===== config.mk =====
export PLATFORM = sky130hd
export DESIGN_NAME = johnson_rotator
export DESIGN_NICKNAME = d
export VERILOG_FILES = /design/src/rtl/johnson_rotator_pkg.sv /design/src/rtl/jr_ctrl.sv /design/src/rtl/jr_feedback.sv /design/src/rtl/jr_stages.sv /design/src/rtl/johnson_rotator.sv
export SDC_FILE = /design/constraint.sdc
export NUM_CORES = 1
export LEC_CHECK = 0
export BUFFER_PORTS_ARGS = -buffer_cell sky130_fd_sc_hd__buf_2
export CAP_MARGIN = 40
export CORE_AREA = 2 2 39 41
export CTS_BUF_LIST = sky130_fd_sc_hd__clkbuf_16
export DETAILED_ROUTE_END_ITERATION = 12
export DIE_AREA = 0 0 41 43
export GPL_ROUTABILITY_DRIVEN = 0
export SETUP_SLACK_MARGIN = 0.1
export SYNTH_ARGS = -nofsm -noshare
export SYNTH_HDL_FRONTEND = slang
export SYNTH_SLANG_ARGS = --single-unit

===== constraint.sdc =====
create_clock -name clk -period 0.9 [get_ports clk]
set_input_delay 0.135 -clock clk [delete_from_list [all_inputs] [get_ports clk]]
set_output_delay 0.135 -clock clk [all_outputs]
set_load 0.005 [all_outputs]

===== src/rtl/johnson_rotator_pkg.sv =====
package johnson_rotator_pkg;

    localparam int MAX_W = 64;

    typedef enum logic [1:0] {
        FEED_HOLD   = 2'd0,
        FEED_ZERO   = 2'd1,
        FEED_INVERT = 2'd2,
        FEED_PASS   = 2'd3
    } feed_kind_e;

    typedef struct packed {
        logic advance;
        logic bit_in;
    } stage_cmd_t;

    // Number of positions where adjacent bits differ among the low n bits.
    function automatic int adj_flips(input logic [MAX_W-1:0] v, input int n);
        int cnt;
        cnt = 0;
        for (int i = 0; i < n - 1; i++) begin
            if (v[i] != v[i+1]) cnt++;
        end
        return cnt;
    endfunction

endpackage


===== src/rtl/jr_ctrl.sv =====
module jr_ctrl
    import johnson_rotator_pkg::*;
(
    input  logic       step,
    input  logic       count_mode,
    input  logic       sclr_n,
    output feed_kind_e kind
);
    always_comb begin
        if (!step)            kind = FEED_HOLD;
        else if (!count_mode) kind = FEED_PASS;
        else if (!sclr_n)     kind = FEED_ZERO;
        else                  kind = FEED_INVERT;
    end
endmodule


===== src/rtl/jr_feedback.sv =====
module jr_feedback
    import johnson_rotator_pkg::*;
(
    input  feed_kind_e kind,
    input  logic       last_bit,
    output stage_cmd_t cmd
);
    always_comb begin
        cmd.advance = (kind != FEED_HOLD);
        unique case (kind)
            FEED_INVERT: cmd.bit_in = ~last_bit;
            FEED_PASS:   cmd.bit_in = last_bit;
            default:     cmd.bit_in = 1'b0;
        endcase
    end
endmodule


===== src/rtl/jr_stages.sv =====
module jr_stages
    import johnson_rotator_pkg::*;
#(
    parameter int W = 8
) (
    input  logic         clk,
    input  logic         rst,
    input  stage_cmd_t   cmd,
    output logic [W-1:0] q
);
    for (genvar i = 0; i < W; i++) begin : g_stage
        if (i == 0) begin : g_first
            always_ff @(posedge clk) begin
                if (rst)              q[i] <= 1'b0;
                else if (cmd.advance) q[i] <= cmd.bit_in;
            end
        end else begin : g_rest
            always_ff @(posedge clk) begin
                if (rst)              q[i] <= 1'b0;
                else if (cmd.advance) q[i] <= q[i-1];
            end
        end
    end

    assert_reset_clears_R1: assert property (@(posedge clk) rst |=> (q == '0))
        else $error("R1 violated: register not empty after reset");

    assert_hold_when_idle_R2: assert property (@(posedge clk) disable iff (rst)
        !cmd.advance |=> $stable(q))
        else $error("R2 violated: register moved without advance");
endmodule


===== src/rtl/johnson_rotator.sv =====
module johnson_rotator
    import johnson_rotator_pkg::*;
#(
    parameter int W = 8
) (
    input  logic         clk,
    input  logic         rst,
    input  logic         step,
    input  logic         count_mode,
    input  logic         sclr_n,
    output logic [W-1:0] vec,
    output logic         tap
);
    localparam int LAST = W - 1;

    if (W < 2 || W > MAX_W) begin : g_bad_width
        initial $error("johnson_rotator: W must lie in 2..%0d", MAX_W);
    end

    feed_kind_e kind;
    stage_cmd_t cmd;
    logic [W-1:0] q;

    jr_ctrl u_ctrl (
        .step       (step),
        .count_mode (count_mode),
        .sclr_n     (sclr_n),
        .kind       (kind)
    );

    jr_feedback u_fb (
        .kind     (kind),
        .last_bit (q[LAST]),
        .cmd      (cmd)
    );

    jr_stages #(.W(W)) u_stages (
        .clk (clk),
        .rst (rst),
        .cmd (cmd),
        .q   (q)
    );

    assign vec = q;
    assign tap = q[LAST];

    assert_count_step_R3: assert property (@(posedge clk) disable iff (rst)
        (step && count_mode && sclr_n) |=> (vec == {$past(vec[W-2:0]), ~$past(vec[LAST])}))
        else $error("R3 violated: count step wrong");

    assert_serial_clear_R4: assert property (@(posedge clk) disable iff (rst)
        (step && count_mode && !sclr_n) |=> (vec == {$past(vec[W-2:0]), 1'b0}))
        else $error("R4 violated: serial clear step wrong");

    // rotation regardless of sclr_n
    assert_rotate_step_R5: assert property (@(posedge clk) disable iff (rst)
        (step && !count_mode) |=> (vec == {$past(vec[W-2:0]), $past(vec[LAST])}))
        else $error("R5/R10 violated: rotate step wrong");

    assert_single_change_R7: assert property (@(posedge clk) disable iff (rst)
        (step && count_mode && sclr_n &&
         adj_flips(MAX_W'(vec), W) <= 1)
        |=> (($countones(vec ^ $past(vec)) == 1) && (adj_flips(MAX_W'(vec), W) <= 1)))
        else $error("R7 violated: count step lost single-change property");
endmodule


==> impl_metrics.json <==
{
  "final_antenna_net_count": 0,
  "number_of_warnings_printed_during_yosys_synthesis": 0,
  "first_global_vias": 229,
  "ys_types": 10,
  "synthMostInstantiatedCell": "sky130_fd_sc_hd__dfxtp_1",
  "grt_first_pass_wirelength_um": 903,
  "syn-cell-area_um2": 314,
  "detailroute.via_count": 257,
  "timing.setup.tns_ns": 0,
  "holdCritStartpoint": "rst",
  "clock_sinks": 8,
  "largest-register": "u_stages.q",
  "cp_max_fanout": 5,
  "finalNonFillerCells": 62,
  "placedCellCount": 55,
  "post-synth-top-area-cell": "sky130_fd_sc_hd__dfxtp_1",
  "starting_density_pct": 22.7,
  "synthesized_netlist_net_count": 34,
  "worst_setup_path_start_kind": "flip-flop",
  "globalRouteTotalUtil_pct": 8.27,
  "final_area_um2": 513,
  "drt-wirelength-per-cell_um": 9.82,
  "synth.cells.most_frequent": "8 x sky130_fd_sc_hd__dfxtp_1, 7 x sky130_fd_sc_hd__mux2i_1, 7 x sky130_fd_sc_hd__nor2_1",
  "slowest_stage": "sky130_fd_sc_hd__dfxtp_4",
  "cts_tree": "yes",
  "largestRegisters": "u_stages.q (8)",
  "final_core_utilization_pct": 37.1,
  "grt_max_degree": 10,
  "synth_seq_cells": 8,
  "worstMarginPinSlew_ns": 0.249,
  "max-clock-path-buffers": 2,
  "ys_top_cells_by_area": "sky130_fd_sc_hd__dfxtp_1 51%, sky130_fd_sc_hd__mux2i_1 22%, sky130_fd_sc_hd__nor2_1 8.4%",
  "fin_nets": 53,
  "final.setup_skew_ns": 0.000957,
  "holdPathEnd": "u_stages.q[0]$_SDFFE_PP0P_",
  "h-tree-depth": 1,
  "detail_route.wirelength_um": 609,
  "cts_hold_buffers": 0,
  "report.final.slew_viol_count": 0,
  "rsz0062_at_grt": "yes",
  "synth_top_area_share_pct": 51.0,
  "die_width_um": 41,
  "cts-root-buf": "sky130_fd_sc_hd__clkbuf_16",
  "ff2ff_setup_slack_ns": 0.08,
  "r2r_cells": 2,
  "critical_path.reg2reg.endpoint": "u_stages.q[0]$_SDFFE_PP0P_",
  "initialDrtViolationCount": 0,
  "crit-reg2reg-launch": "u_stages.q[7]$_SDFFE_PP0P_",
  "placement.io_buffers": 13,
  "antenna_found_initial": 0,
  "synth_top_flop_cell": "sky130_fd_sc_hd__dfxtp_1",
  "period_needed_ns": 0.830,
  "row_count": 14,
  "flow.area_growth_from_synthesis_pct": 63.3,
  "status": "completed",
  "num_io_pins": 14,
  "final_layout_size_suffix_gt1_share_pct": 65.2,
  "finalSetupViolations": 0,
  "place.detailed.hpwl_um": 419,
  "worstHoldPathCells": 2,
  "pwr_density_cell_nw_per_um2": 2240,
  "worst_ep_required_time_ns": 0.76,
  "n_antenna_cell": 0,
  "die_area_um2": 1760,
  "cell_type_group_with_the_largest_total_delay_on_the_critical_path": "flip-flops",
  "drt_first_pass_iters": 1,
  "tritoncts.num_buffers": 3,
  "synthesis.instances": 29,
  "max_freq_mhz": 1200,
  "max_cap_viol_count": 0,
  "timing.critical_path.arrival_ns": 0.70,
  "timing.critical_path.cells": "buf_2",
  "number_of_flops_mapped_to_enable_cells_by_yosys": 0,
  "asyncSetResetFlopFracSynth_pct": 0,
  "cp_slowest_stage_delay_ns": 0.34,
  "avg_synthesized_cell_area_um2": 10.8,
  "synth-seq-area-share_pct": 51.0,
  "max-slew-margin-rel_pct": 83.4,
  "timing.final.hold_violations": 0,
  "die_h_um": 43,
  "number_of_flip_flops_in_the_largest_register": 8,
  "hold_path_class": "primary input to flip-flop",
  "leakage_power_total_uw": 0.000253,
  "clk_pin_slew_ns": 0.04,
  "final_cycle_share_pct": 92.3,
  "power.ir.vdd_worst_uv": 1060,
  "placeableCoreArea_um2": 1380,
  "criticalPathCategory": "flip-flop to output pin",
  "remaining_drc_errors": 0,
  "globalRouteOverflowTotal": 0,
  "end_kind": "output pin",
  "route.detailed.vias_per_inst": 4.15,
  "critPathBufInv": 1,
  "clk_lat_worst_skew_ns": 0.23,
  "dpl_cell_area_um2": 377
}
==> per-layer routing <==
layer	global-route usage (%)	share of wire [%]	vias to the layer above
met4	8.00	1.8	0
met2	12.2	49	8
met1	8.14	41	115
met3	3.14	7.6	2
met5	0	0	-
li1	-	-	132
==> what timing repair did <==
item	4_1_cts	5_1_grt
setup buffers	3	1
gates resized for setup	8	4
endpoints found under the setup margin	10	8
==> logic make-up after synthesis <==
| family | after synthesis | synth area share (%) |
|---|---|---|
| and+or+nand+nor | 10 | 14.7 |
| DFF | 8 | 51.0 |
| muxes | 7 | 22.3 |
| buffers and inverters | 3 | 7.17 |
| AOI/OAI and AO/OA | 1 | 4.78 |
==> metrics by stage <==
step,hold slack (ns),total power (uW),setup WS [ns]
4_1_cts,0.173,1160,0.0799
3_5_place_dp,0.418,420,0.104
3_3_place_gp,0.416,419,0.123
5_1_grt,0.178,1200,0.0492
6_report,0.170,1150,0.0696
2_1_floorplan,0.342,407,0.111
==> power breakdown <==
part | total, uW | switching [uW] | internal (uW)
Sequential | 366 | 4.98 | 361
Combinational | 53.0 | 23.8 | 29.1
Clock | 731 | 160 | 571
==> final cells by class <==
cell class,instances,area (um^2)
fillers,152,871
repair buffers,17,114
clock buffers,3,75.1
well taps,16,20.0
flip-flops and latches,8,173
multi-input cells,18,131
==> worst reg2reg max path, delay by kind of cell, from the launching register on <==
family / cells / cell delay, ns
and+or+nand+nor: 1 / 0.16
DFF: 1 / 0.34
AOI/OAI and AO/OA: 1 / 0.22
==> cell usage in the layout (no fill, tap or decap), drive strengths merged <==
cell type	count
buf	17
nor2	8
dfxtp	8
mux2i	7
clkbuf	3
nand3b	1
nand2b	1
a311oi	1
==> worst max-delay path by stage <==
stage,from,endpoint,slack [ns],cells past startpoint
5_1_grt,u_stages.q[7]$_SDFFE_PP0P_,vec[7],0.05,1
3_3_place_gp,u_stages.q[7]$_SDFFE_PP0P_,u_stages.q[0]$_SDFFE_PP0P_,0.12,2
6_report,u_stages.q[7]$_SDFFE_PP0P_,vec[7],0.07,1
2_1_floorplan,u_stages.q[7]$_SDFFE_PP0P_,u_stages.q[0]$_SDFFE_PP0P_,0.11,2
3_5_place_dp,u_stages.q[7]$_SDFFE_PP0P_,u_stages.q[0]$_SDFFE_PP0P_,0.10,2
4_1_cts,u_stages.q[7]$_SDFFE_PP0P_,vec[7],0.08,1
Power figures use the tool's default switching activity.
